--- config.mk ---
export PLATFORM = sky130hd
export DESIGN_NAME = cap_limit_engine
export DESIGN_NICKNAME = d
export VERILOG_FILES = /design/src/rtl/cap_limit_pkg.sv /design/src/rtl/cap_mask_eval.sv /design/src/rtl/cap_req_check.sv /design/src/rtl/cap_ncblks_bank.sv /design/src/rtl/cap_limit_engine.sv
export SDC_FILE = /design/constraint.sdc
export NUM_CORES = 1
export LEC_CHECK = 0
export ABC_AREA = 1
export BUFFER_PORTS_ARGS = -buffer_cell sky130_fd_sc_hd__buf_2
export CORE_MARGIN = 4
export CORE_UTILIZATION = 35
export CTS_CLUSTER_DIAMETER = 100
export CTS_CLUSTER_SIZE = 24
export DETAILED_ROUTE_END_ITERATION = 16
export PLACE_DENSITY = 0.61
export SYNTH_ARGS = -nofsm -noshare
export SYNTH_HDL_FRONTEND = slang
export SYNTH_SLANG_ARGS = --single-unit
--- constraint.sdc ---
create_clock -name clk_i -period 1.8 [get_ports clk_i]
set_clock_uncertainty 0.2 [all_clocks]
set_input_delay 0.18 -clock clk_i [delete_from_list [all_inputs] [get_ports clk_i]]
set_output_delay 0.18 -clock clk_i [all_outputs]
set_load 0.02 [all_outputs]
--- src/rtl/cap_limit_pkg.sv ---
package cap_limit_pkg;
  typedef enum logic [3:0] {
    ST_IDLE    = 4'd0,
    ST_OK      = 4'd1,
    ST_DENIED  = 4'd2,
    ST_BAD_ARG = 4'd5
  } status_e;

  localparam logic [4:0] OP_QRI_LIMIT = 5'd4;
endpackage

--- src/rtl/cap_mask_eval.sv ---
module cap_mask_eval #(
  parameter int NBLK  = 16,
  parameter int CNT_W = $clog2(NBLK + 1)
) (
  input  logic [NBLK-1:0]  mask_i,
  output logic             ok_o,
  output logic [CNT_W-1:0] ones_o
);
  logic [NBLK-1:0] lsb, sum;

  // Adding the lowest set bit clears the lowest run; leftover overlap means a second run.
  always_comb begin
    lsb  = mask_i & (~mask_i + 1'b1);
    sum  = mask_i + lsb;
    ok_o = (|mask_i) && ((mask_i & sum) == '0);
  end

  always_comb begin
    ones_o = '0;
    for (int i = 0; i < NBLK; i++) ones_o = ones_o + CNT_W'(mask_i[i]);
  end
endmodule

--- src/rtl/cap_req_check.sv ---
module cap_req_check
  import cap_limit_pkg::*;
#(
  parameter int NUM_QRI = 4,
  parameter int QW      = 2,
  parameter int MQRI_ID = 0
) (
  input  logic          is_limit_i,
  input  logic [QW-1:0] src_i,
  input  logic [3:0]    tgt_i,
  input  logic          mask_ok_i,
  output status_e       status_o
);
  always_comb begin
    if (!is_limit_i)                                status_o = ST_OK;
    else if (src_i != QW'(MQRI_ID))                 status_o = ST_DENIED;
    else if (int'(tgt_i) >= NUM_QRI || !mask_ok_i)  status_o = ST_BAD_ARG;
    else                                            status_o = ST_OK;
  end
endmodule

--- src/rtl/cap_ncblks_bank.sv ---
module cap_ncblks_bank #(
  parameter int NUM_QRI = 4,
  parameter int NBLK    = 16,
  parameter int CNT_W   = $clog2(NBLK + 1)
) (
  input  logic                     clk_i,
  input  logic                     rst_ni,
  input  logic                     wr_en_i,
  input  logic [3:0]               wr_idx_i,
  input  logic [CNT_W-1:0]         wr_val_i,
  output logic [NUM_QRI*CNT_W-1:0] ncblks_o
);
  for (genvar g = 0; g < NUM_QRI; g++) begin : g_ent
    logic [CNT_W-1:0] cnt_q;

    always_ff @(posedge clk_i or negedge rst_ni) begin
      if (!rst_ni)                              cnt_q <= CNT_W'(NBLK);
      else if (wr_en_i && wr_idx_i == 4'(g))    cnt_q <= wr_val_i;
    end

    assign ncblks_o[g*CNT_W +: CNT_W] = cnt_q;

    assert_cnt_bound_R3: assert property (@(posedge clk_i) disable iff (!rst_ni)
      (cnt_q <= CNT_W'(NBLK)) && (cnt_q != '0));
  end
endmodule

--- src/rtl/cap_limit_engine.sv ---
module cap_limit_engine
  import cap_limit_pkg::*;
#(
  parameter int NUM_QRI = 4,
  parameter int NBLK    = 16,
  parameter int MQRI_ID = 0,
  parameter int OP_LAT  = 3,
  parameter int QW      = (NUM_QRI > 1) ? $clog2(NUM_QRI) : 1,
  parameter int CNT_W   = $clog2(NBLK + 1)
) (
  input  logic                     clk_i,
  input  logic                     rst_ni,
  input  logic                     req_valid_i,
  input  logic [QW-1:0]            req_src_i,
  input  logic [4:0]               req_op_i,
  input  logic [3:0]               req_qrid_i,
  input  logic [NBLK-1:0]          req_mask_i,
  output logic                     busy_o,
  output logic [3:0]               status_o,
  output logic [NUM_QRI*CNT_W-1:0] ncblks_o
);
  localparam int LW = $clog2(OP_LAT + 1);

  logic             mask_ok;
  logic [CNT_W-1:0] ones;
  status_e          chk_status;
  logic             is_limit, accept, commit;

  logic [LW-1:0]    cnt_q;
  status_e          pend_status_q, status_q;
  logic             pend_wr_q, pend_lim_q;
  logic [QW-1:0]    pend_src_q;
  logic [3:0]       pend_tgt_q;
  logic [CNT_W-1:0] pend_ones_q;

  assign is_limit = (req_op_i == OP_QRI_LIMIT);
  assign busy_o   = (cnt_q != '0);
  assign accept   = req_valid_i && !busy_o;
  assign commit   = (cnt_q == LW'(1));
  assign status_o = status_q;

  cap_mask_eval #(.NBLK(NBLK), .CNT_W(CNT_W)) u_mask (
    .mask_i (req_mask_i),
    .ok_o   (mask_ok),
    .ones_o (ones)
  );

  cap_req_check #(.NUM_QRI(NUM_QRI), .QW(QW), .MQRI_ID(MQRI_ID)) u_chk (
    .is_limit_i (is_limit),
    .src_i      (req_src_i),
    .tgt_i      (req_qrid_i),
    .mask_ok_i  (mask_ok),
    .status_o   (chk_status)
  );

  always_ff @(posedge clk_i or negedge rst_ni) begin
    if (!rst_ni) begin
      cnt_q         <= '0;
      status_q      <= ST_IDLE;
      pend_status_q <= ST_IDLE;
      pend_wr_q     <= 1'b0;
      pend_lim_q    <= 1'b0;
      pend_src_q    <= '0;
      pend_tgt_q    <= '0;
      pend_ones_q   <= '0;
    end else if (accept) begin
      cnt_q         <= LW'(OP_LAT);
      pend_status_q <= chk_status;
      pend_wr_q     <= is_limit && (chk_status == ST_OK);
      pend_lim_q    <= is_limit;
      pend_src_q    <= req_src_i;
      pend_tgt_q    <= req_qrid_i;
      pend_ones_q   <= ones;
    end else if (busy_o) begin
      cnt_q <= cnt_q - 1'b1;
      if (commit) status_q <= pend_status_q;
    end
  end

  cap_ncblks_bank #(.NUM_QRI(NUM_QRI), .NBLK(NBLK), .CNT_W(CNT_W)) u_bank (
    .clk_i    (clk_i),
    .rst_ni   (rst_ni),
    .wr_en_i  (commit && pend_wr_q),
    .wr_idx_i (pend_tgt_q),
    .wr_val_i (pend_ones_q),
    .ncblks_o (ncblks_o)
  );

  assert_start_busy_R8: assert property (@(posedge clk_i) disable iff (!rst_ni)
    (req_valid_i && !busy_o) |=> busy_o);

  assert_cnt_quiet_R8: assert property (@(posedge clk_i) disable iff (!rst_ni)
    (busy_o && !commit) |=> ($stable(ncblks_o) && $stable(status_o)));

  assert_idle_hold_R9: assert property (@(posedge clk_i) disable iff (!rst_ni)
    (!busy_o && !req_valid_i) |=> ($stable(ncblks_o) && $stable(status_o) && !busy_o));

  assert_denied_R2: assert property (@(posedge clk_i) disable iff (!rst_ni)
    ($fell(busy_o) && pend_lim_q && pend_src_q != QW'(MQRI_ID))
      |-> (status_o == 4'd2 && $stable(ncblks_o)));

  assert_status_legal_R8: assert property (@(posedge clk_i) disable iff (!rst_ni)
    status_o inside {4'd0, 4'd1, 4'd2, 4'd5});
endmodule

==> metrics.txt, run 1 <==
status complete, but fails checks; failing checks setup timing; post-DP HPWL between 6000 and 7000 um; Post-synth top flop dfrtp_1; Chip Width roughly 100 um; first-pass GRT wire length roughly 13000 um; NetSw about 1.1 mW; post-synthesis cell type count 36; clk slew on worst S/H paths around 70 ps; worst setup margin -1904 ps; placed cells approximately 610; sequential element share of the synthesized area approximately a third; Layout Cells excl Fill approximately 630; Yosys Warn Count 0; leading area contributor after synthesis dfrtp_1; worst min path class input pin to flop; drt drc 0; Total Wirelength between 7000 and 8000 um; CTS buffer count 5; final antenna-violating net count 0; Period minus WS final between 3000 and 4000 ps; Vias per Instance 4.691; FMAX between 200 and 300 MHz; H-Tree Depth 2; Max-Cap Viols 0; final core occ 48.76%; CP endpoint kind flop; Congestion Overflow GR 0; Iteration-0 DRC Markers between 70 and 80; share of cells above drive strength 1 31.69%; main area contributors after synthesis dfrtp_1, nand2_1, inv_1; first-pass detailed-route iteration total 5; Sequential Power Share a little over a third; wire per inst between 10 and 15 um; syn nets approximately 460; Die Span Y between 100 and 150 um; Netlist Area Pre-Place approximately 3000 sq um; clock sinks 38; Static Leak 2.195 nW; Final Hold Fails 0; IO Pins 55; crit start category input pin; CTS tree built; Clk pwr share between 20 and 25%; ys async rst share between 90% and 100%; Layout area overhead 34.36%; CP required approximately 1800 ps; Worst Min Path Start req_src_i[0]; Avg Inst Size Synth 7.309 sq um; antenna cell count 0; Post-Synthesis Cells 410; via count ~3000; setup TNS -9920 ps; Core ar. between 8000 and 9000 sq um; Comb pwr share around 41%; Clk Tree Root Cell clkbuf_8; RSZ-0062 raised after global routing yes; initial antenna violation count 0; arrival time at the worst endpoint 3680 ps; filler instances between 800 and 900; Final setup viols 7; number of synthesized flops with an enable pin 0; register bit count reported by yosys 38; fin crit share 205.8%; Final nets 580; worst skew pair latency 280 ps; Final GP Congestion slightly below 0.9; power per cell area 764.9 nW/um^2; die area slightly above 10000 sq um; vias in the first global route 2873; Synth top area share around 28%; FF-to-FF Start cnt_q[0]; Rows 33; Slew Limit Fails 0; Initial Utilization 36.29%; Net Sw Frac 35.95%; Crit. Startpoint req_mask_i[0]; CTS Buffer Depth 2; CP Class input pin to flop; Cell Area, Placed 3740 sq um; largest net degree at the start of global routing 39; CP max FO 2; global-route usage over all layers between 10% and 20%; design area 4026 sq um; P_int between 1.5 and 2 mW; port bufs 53; worst ir drop on vdd ~0.34 mV
## layout make-up
type,count,area [sq um],area share (%)
clock buffer,5,68.82,1.709
clock inverter,3,45.04,1.119
inverter,65,251.5,6.246
multi-input combinational,301,1818,45.15
sequential,38,955.9,23.74
tap,105,131.4,3.263
timing repair buffer,114,748.2,18.58
timing repair inverter,1,7.507,0.1865
## final timing paths
| path | to | slack [ps] | depth (start not counted) |
|---|---|---|---|
| max in group asynchronous | u_bank.g_ent[2].cnt_q[4] | 790 | 3 |
| hold / removal | pend_wr_q | 50 | 6 |
| setup / recovery | pend_ones_q[4] | -1900 | 15 |
| min in group asynchronous | u_bank.g_ent[3].cnt_q[2] | 260 | 3 |
| setup reg to reg | pend_status_q[2] | 130 | 7 |
| hold reg to reg | pend_status_q[0] | 280 | 1 |
## critical path, cell delays in order
cell and delay [ps]:
buf_8 80, clkinvlp_4 90, ha_4 270, inv_2 30
fa_1 480, fa_1 520, fa_1 430, fa_1 510
inv_2 40, fa_2 340, fa_2 370, nand2_2 80
inv_2 40, o211ai_1 140, o21ai_1 80
## state kept, by name, indices dropped and copies added (netlist names)
signal / count
cnt_q: 2
pend_ones_q: 5
pend_status_q: 3
pend_tgt_q: 4
pend_wr_q: 1
status_o: 3
u_bank.g_ent.cnt_q: 20
## power groups by stage
stage | clock, mW | combinational, mW | sequential [mW]
floorplan | 0 | 0.769 | 1.13
global route | 0.766 | 1.45 | 1.12
CTS | 0.737 | 1.21 | 1.10
global placement | 0 | 1.13 | 1.11
finish | 0.716 | 1.27 | 1.10
detailed placement | 0 | 1.17 | 1.11
## placed cells by master (no fill, tap or decap), drive strengths merged, types with 3 or more instances in the layout
master       count
dfstp            4
nand4           15
dfrtp           34
clkinvlp         5
fa              10
clkbuf           5
nand3           25
ha              14
a21oi           11
nand2          115
dlygate4sd3      6
mux2             3
o21ai           35
nor2            57
buf            108
inv             63
## synthesized netlist by cell type, types with 4 or more instances
library cell  count
o21ai_0          34
nand2_2           7
nor2_8            4
nand4_1          15
nor2_1           48
inv_1            62
ha_1             14
fa_1             10
a21oi_1           8
nand3_1          25
dfrtp_1          34
dfstp_2           4
nand2_1         105
## metrics by stage
step	setup WS [ps]	hold WS (ps)	power [mW]
after detailed placement	-2257	47.53	2.283
final	-1904	54.55	3.080
after floorplan	-2041	-315.6	1.896
after CTS	-1887	61.39	3.049
after global placement	-2175	48.03	2.234
after global routing	-1996	111.9	3.335
## kinds of logic after synthesis
family	share of synthesized area [%]
buffers and inverters	9.561
DFF	31.90
and+or+nand+nor	34.82
xor gates and xnor gates	0.2923
AOI/OAI and AO/OA	9.646
other	0.1251
muxes	1.127
adders and majority gates	12.53
## timing repair
| action | 4_1_cts | 5_1_grt |
|---|---|---|
| gates cloned | 0 | 1 |
| endpoints found under the hold margin | 39 | 0 |
| pin swaps | 8 | 4 |
| gates resized for setup | 8 | 12 |
| hold buffers | 6 | 0 |
| setup buffers | 18 | 2 |
| endpoints found under the setup margin | 7 | 12 |
## metal layers
metal / track usage [%] / wire length (um) / vias up
met2: 26.71 / 3584 / 78
met3: 1.938 / 423 / 7
met5: 0 / 0 / -
li1: - / - / 1526
met4: 2.798 / 73 / 0
met1: 21.28 / 3487 / 1354
Note: power is estimated with default switching activity, not from simulation.
==> run 2, diff against run 1 <==
ABC_AREA = unset   (was 1)
PLACE_DENSITY = 0.62   (was 0.61)
==> run 2 against run 1 <==
Net effect: the flow still finishes with violations (setup timing); wire length grew 9.7%; sequential power grew 5%; setup slack better by 120 ps; core utilization is 4.2 points higher; synthesized area shrank 3.0%.
==> metrics.txt, run 2 <==
Post-synth top flop dfrtp_1; Chip Width 99.11 um (-1.4%); arrival time at the worst endpoint 3560 ps (-120 ps); RSZ-0062 raised after global routing yes; register bit count reported by yosys 38 (unchanged); sequential element share of the synthesized area 32.90% (+1.0 points); GRT busiest layer met2; final antenna-violating net count 0 (unchanged); CTS tree built; cell count along the critical path 12 (-3); Comb pwr share 39.5% (-1.7 points); Iteration-0 DRC Markers 131 (+68%); worst skew pair latency 290 ps (about the same); Layout area overhead 43.71%; clk slew on worst S/H paths 70 ps (about the same); vias in the first global route 2821 (-1.8%); post-synthesis cell type count 64 (+78%); WHS Path Cells 4 (-2); Congestion Overflow GR 0 (unchanged); P_int 2.258 mW (+14%); Post-synth top cells dfrtp_1, inv_1, mux2_2, nand2_1, nor2_1; CP endpoint pend_ones_q[1]; crit start category input pin; Vias per Instance 5.308 (+13%); Reg-to-Reg End pend_wr_q; most common cell in the netlist dfrtp_1; grt met3 use 1.823% (-0.11 points); Final setup viols 7 (unchanged); via count 2792 (-5.8%); Die Span Y 99.11 um (-1.4%); first-pass GRT wire length 13810 um (+6.4%); Crit. Startpoint req_mask_i[1]; Static Leak 2.040 nW (-7.0%); status complete, but fails checks; Core ar. 7888 sq um (-4.5%); Net Sw Frac 32.97% (-3.0 points); FMAX 279.3 MHz (+3.4%); Final Total Pwr 3.369 mW (+9.4%); worst min path class input pin to flop; global-route usage over all layers 17.25% (+1.7 points); R2R setup slack -40 ps (-170 ps); CP endpoint kind flop; clock sinks 38 (unchanged); Layout Cells excl Fill 526 (-17%); most flop-heavy register u_bank.g_ent.cnt_q; Netlist Area Pre-Place 2905 sq um (-3.0%); CTS Buffer Depth 2 (unchanged); number of synthesized flops with an enable pin 0 (unchanged); antenna cell count 0 (unchanged); Rows 32 (-3.0%); Clk pwr share 26.3% (+3.1 points); GRT met2 Usage 29.55% (+2.8 points); drt drc 0 (unchanged); Largest register FFs 20 (unchanged); leading area contributor after synthesis dfrtp_1; worst ir drop on vdd 0.3692 mV (+7.9%); placed cells 507 (-17%); Yosys Warn Count 0 (unchanged); Initial Utilization 36.83% (+0.55 points); Worst Min Path Start req_src_i[0]; worst setup margin -1781 ps (+122.8 ps); most frequent cells in the layout buf_4, buf_2, dfrtp_1; Buf+Inv Stages, Crit Path 4 (-1); share of cells above drive strength 1 47.64% (+16 points); DP Worst Slack -2147 ps (+109.5 ps); die area 9823 sq um (-2.8%); Avg Inst Size Synth 9.652 sq um (+32%); Period minus WS final 3581 ps (-122.9 ps); Slew Limit Fails 0 (unchanged); commonest non-fill, non-tap cell in the layout buf_4; most used cell, CP fa_1; fin crit share 198.9% (-6.8 points); ys async rst share 100.0% (unchanged); H-Tree Depth 2 (unchanged); initial antenna violation count 0 (unchanged); FF-to-FF Start cnt_q[0]; Max-Cap Viols 0 (unchanged); slowest stage delay, CP 520 ps (about the same); Post-Synthesis Cells 301 (-27%); syn nets 355 (-23%); IO Pins 55 (unchanged); power per cell area 806.9 nW/um^2 (+5.5%); main area contributors after synthesis dfrtp_1, mux2_2, fa_1; CP max FO 2 (unchanged); Sequential Power Share 34.2% (-1.4 points); setup TNS -9576 ps (+344.3 ps); biggest registers after layout u_bank.g_ent.cnt_q (20), pend_ones_q (5), pend_tgt_q (4); CP required 1780 ps (about the same); port bufs 53 (unchanged); Synth top area share 29.29% (+0.89 points); first-pass detailed-route iteration total 4 (-1); Total Wirelength 8306 um (+9.7%); Final nets 477 (-18%); largest net degree at the start of global routing 39 (unchanged); failing checks setup timing; worst-case reg-to-reg path depth 7 (unchanged); met1 GRT Util 22.90% (+1.6 points); post-DP HPWL 6573 um (+3.7%); CTS buffer count 5 (unchanged); Final Hold Fails 0 (unchanged); CP Class input pin to flop; crit path cell chain buf_8, inv_6, ha_4, inv_2, fa_1, fa_1, fa_1, fa_1, inv_1, fa_2, fa_2, mux2_4; wire per inst 15.79 um (+32%); Final GP Congestion 0.9253 (+5.0%); NetSw 1.111 mW (+0.32%); CP delay by family, top adder cells; Clk Tree Root Cell clkbuf_8; CP max-delay cell fa_1
==> run 2: cell types whose count changed after synthesis, sizes merged, moves of 5 or more <==
cell,change
nand2,-99
nor2,-40
inv,-35
mux2,+27
o21ai,-24
nand4,-14
nand3,-12
nor3,+10
clkbuf,+9
nor4,+6
a211oi,+5
==> run 2: power groups by stage <==
stage | sequential [mW] | combinational (mW) | clock, mW
after floorplan | 1.13 | 0.758 | 0
after global placement | 1.14 | 1.11 | 0
after detailed placement | 1.15 | 1.15 | 0
after CTS | 1.14 | 1.21 | 0.908
after global routing | 1.17 | 1.51 | 0.949
final | 1.15 | 1.33 | 0.887
==> run 2: repair_timing <==
item | in CTS | in global routing
resized for setup | 20 | 16
pin swaps | 9 | 10
setup buffers | 5 | 3
setup endpoints to repair | 7 | 22
hold buffers | 4 | 0
endpoints found under the hold margin | 38 | 0
==> run 2: how the worst min path moves through the flow <==
stage | slack (ps) | end
floorplan | -320 | cnt_q[0]
global placement | 50 | u_bank.g_ent[2].cnt_q[2]
detailed placement | 50 | u_bank.g_ent[2].cnt_q[2]
CTS | 30 | pend_status_q[2]
global route | 60 | pend_tgt_q[3]
finish | 40 | pend_status_q[2]
==> run 2: logic make-up (layout without fill, tap and decap cells) <==
family,count (synthesis),count (layout),synth area share (%)
other,1,1,0.1291
and+or+nand+nor,89,89,16.71
AOI/OAI and AO/OA,68,68,17.66
xor gates and xnor gates,4,4,1.206
muxes,30,30,11.63
DFF,38,38,32.90
buffers and inverters,47,170,6.848
adders and majority gates,24,24,12.92
==> run 2: through the flow <==
stage          utilization [%]  hold slack, ps  instance area (sq um)
3_3_place_gp             47.87           45.28                   3776
3_5_place_dp             47.87           50.91                   3776
2_1_floorplan                -          -315.6                   3024
4_1_cts                  51.73           28.33                   4080
5_1_grt                  52.93           60.72                   4175
6_report                 52.93           41.38                   4175
==> run 2: final cells by class <==
class / count / area, sq um
Sequential cell: 38 / 955.9
Timing Repair Buffer: 132 / 907.1
Multi-Input combinational cell: 216 / 1922
Inverter: 30 / 120.1
Clock buffer: 6 / 82.58
Fill cell: 729 / 3712
Tap cell: 102 / 127.6
Clock inverter: 2 / 60.06
==> run 2: metal layers <==
layer  routed length (um)  up-vias
met5                    0        -
met4                  153        0
met3                  493       12
met2                 3991       95
met1                 3668     1350
li1                     -     1335
==> run 2: worst register-to-register path, delay by kind of cell (launching register included) <==
kind / cells / cell delay [ps]
flip-flops: 1 / 390
buffers and inverters: 1 / 60
AND/OR/NAND/NOR: 4 / 860
AO/OA/AOI/OAI: 1 / 120
adder cells (fa/ha/maj): 1 / 160
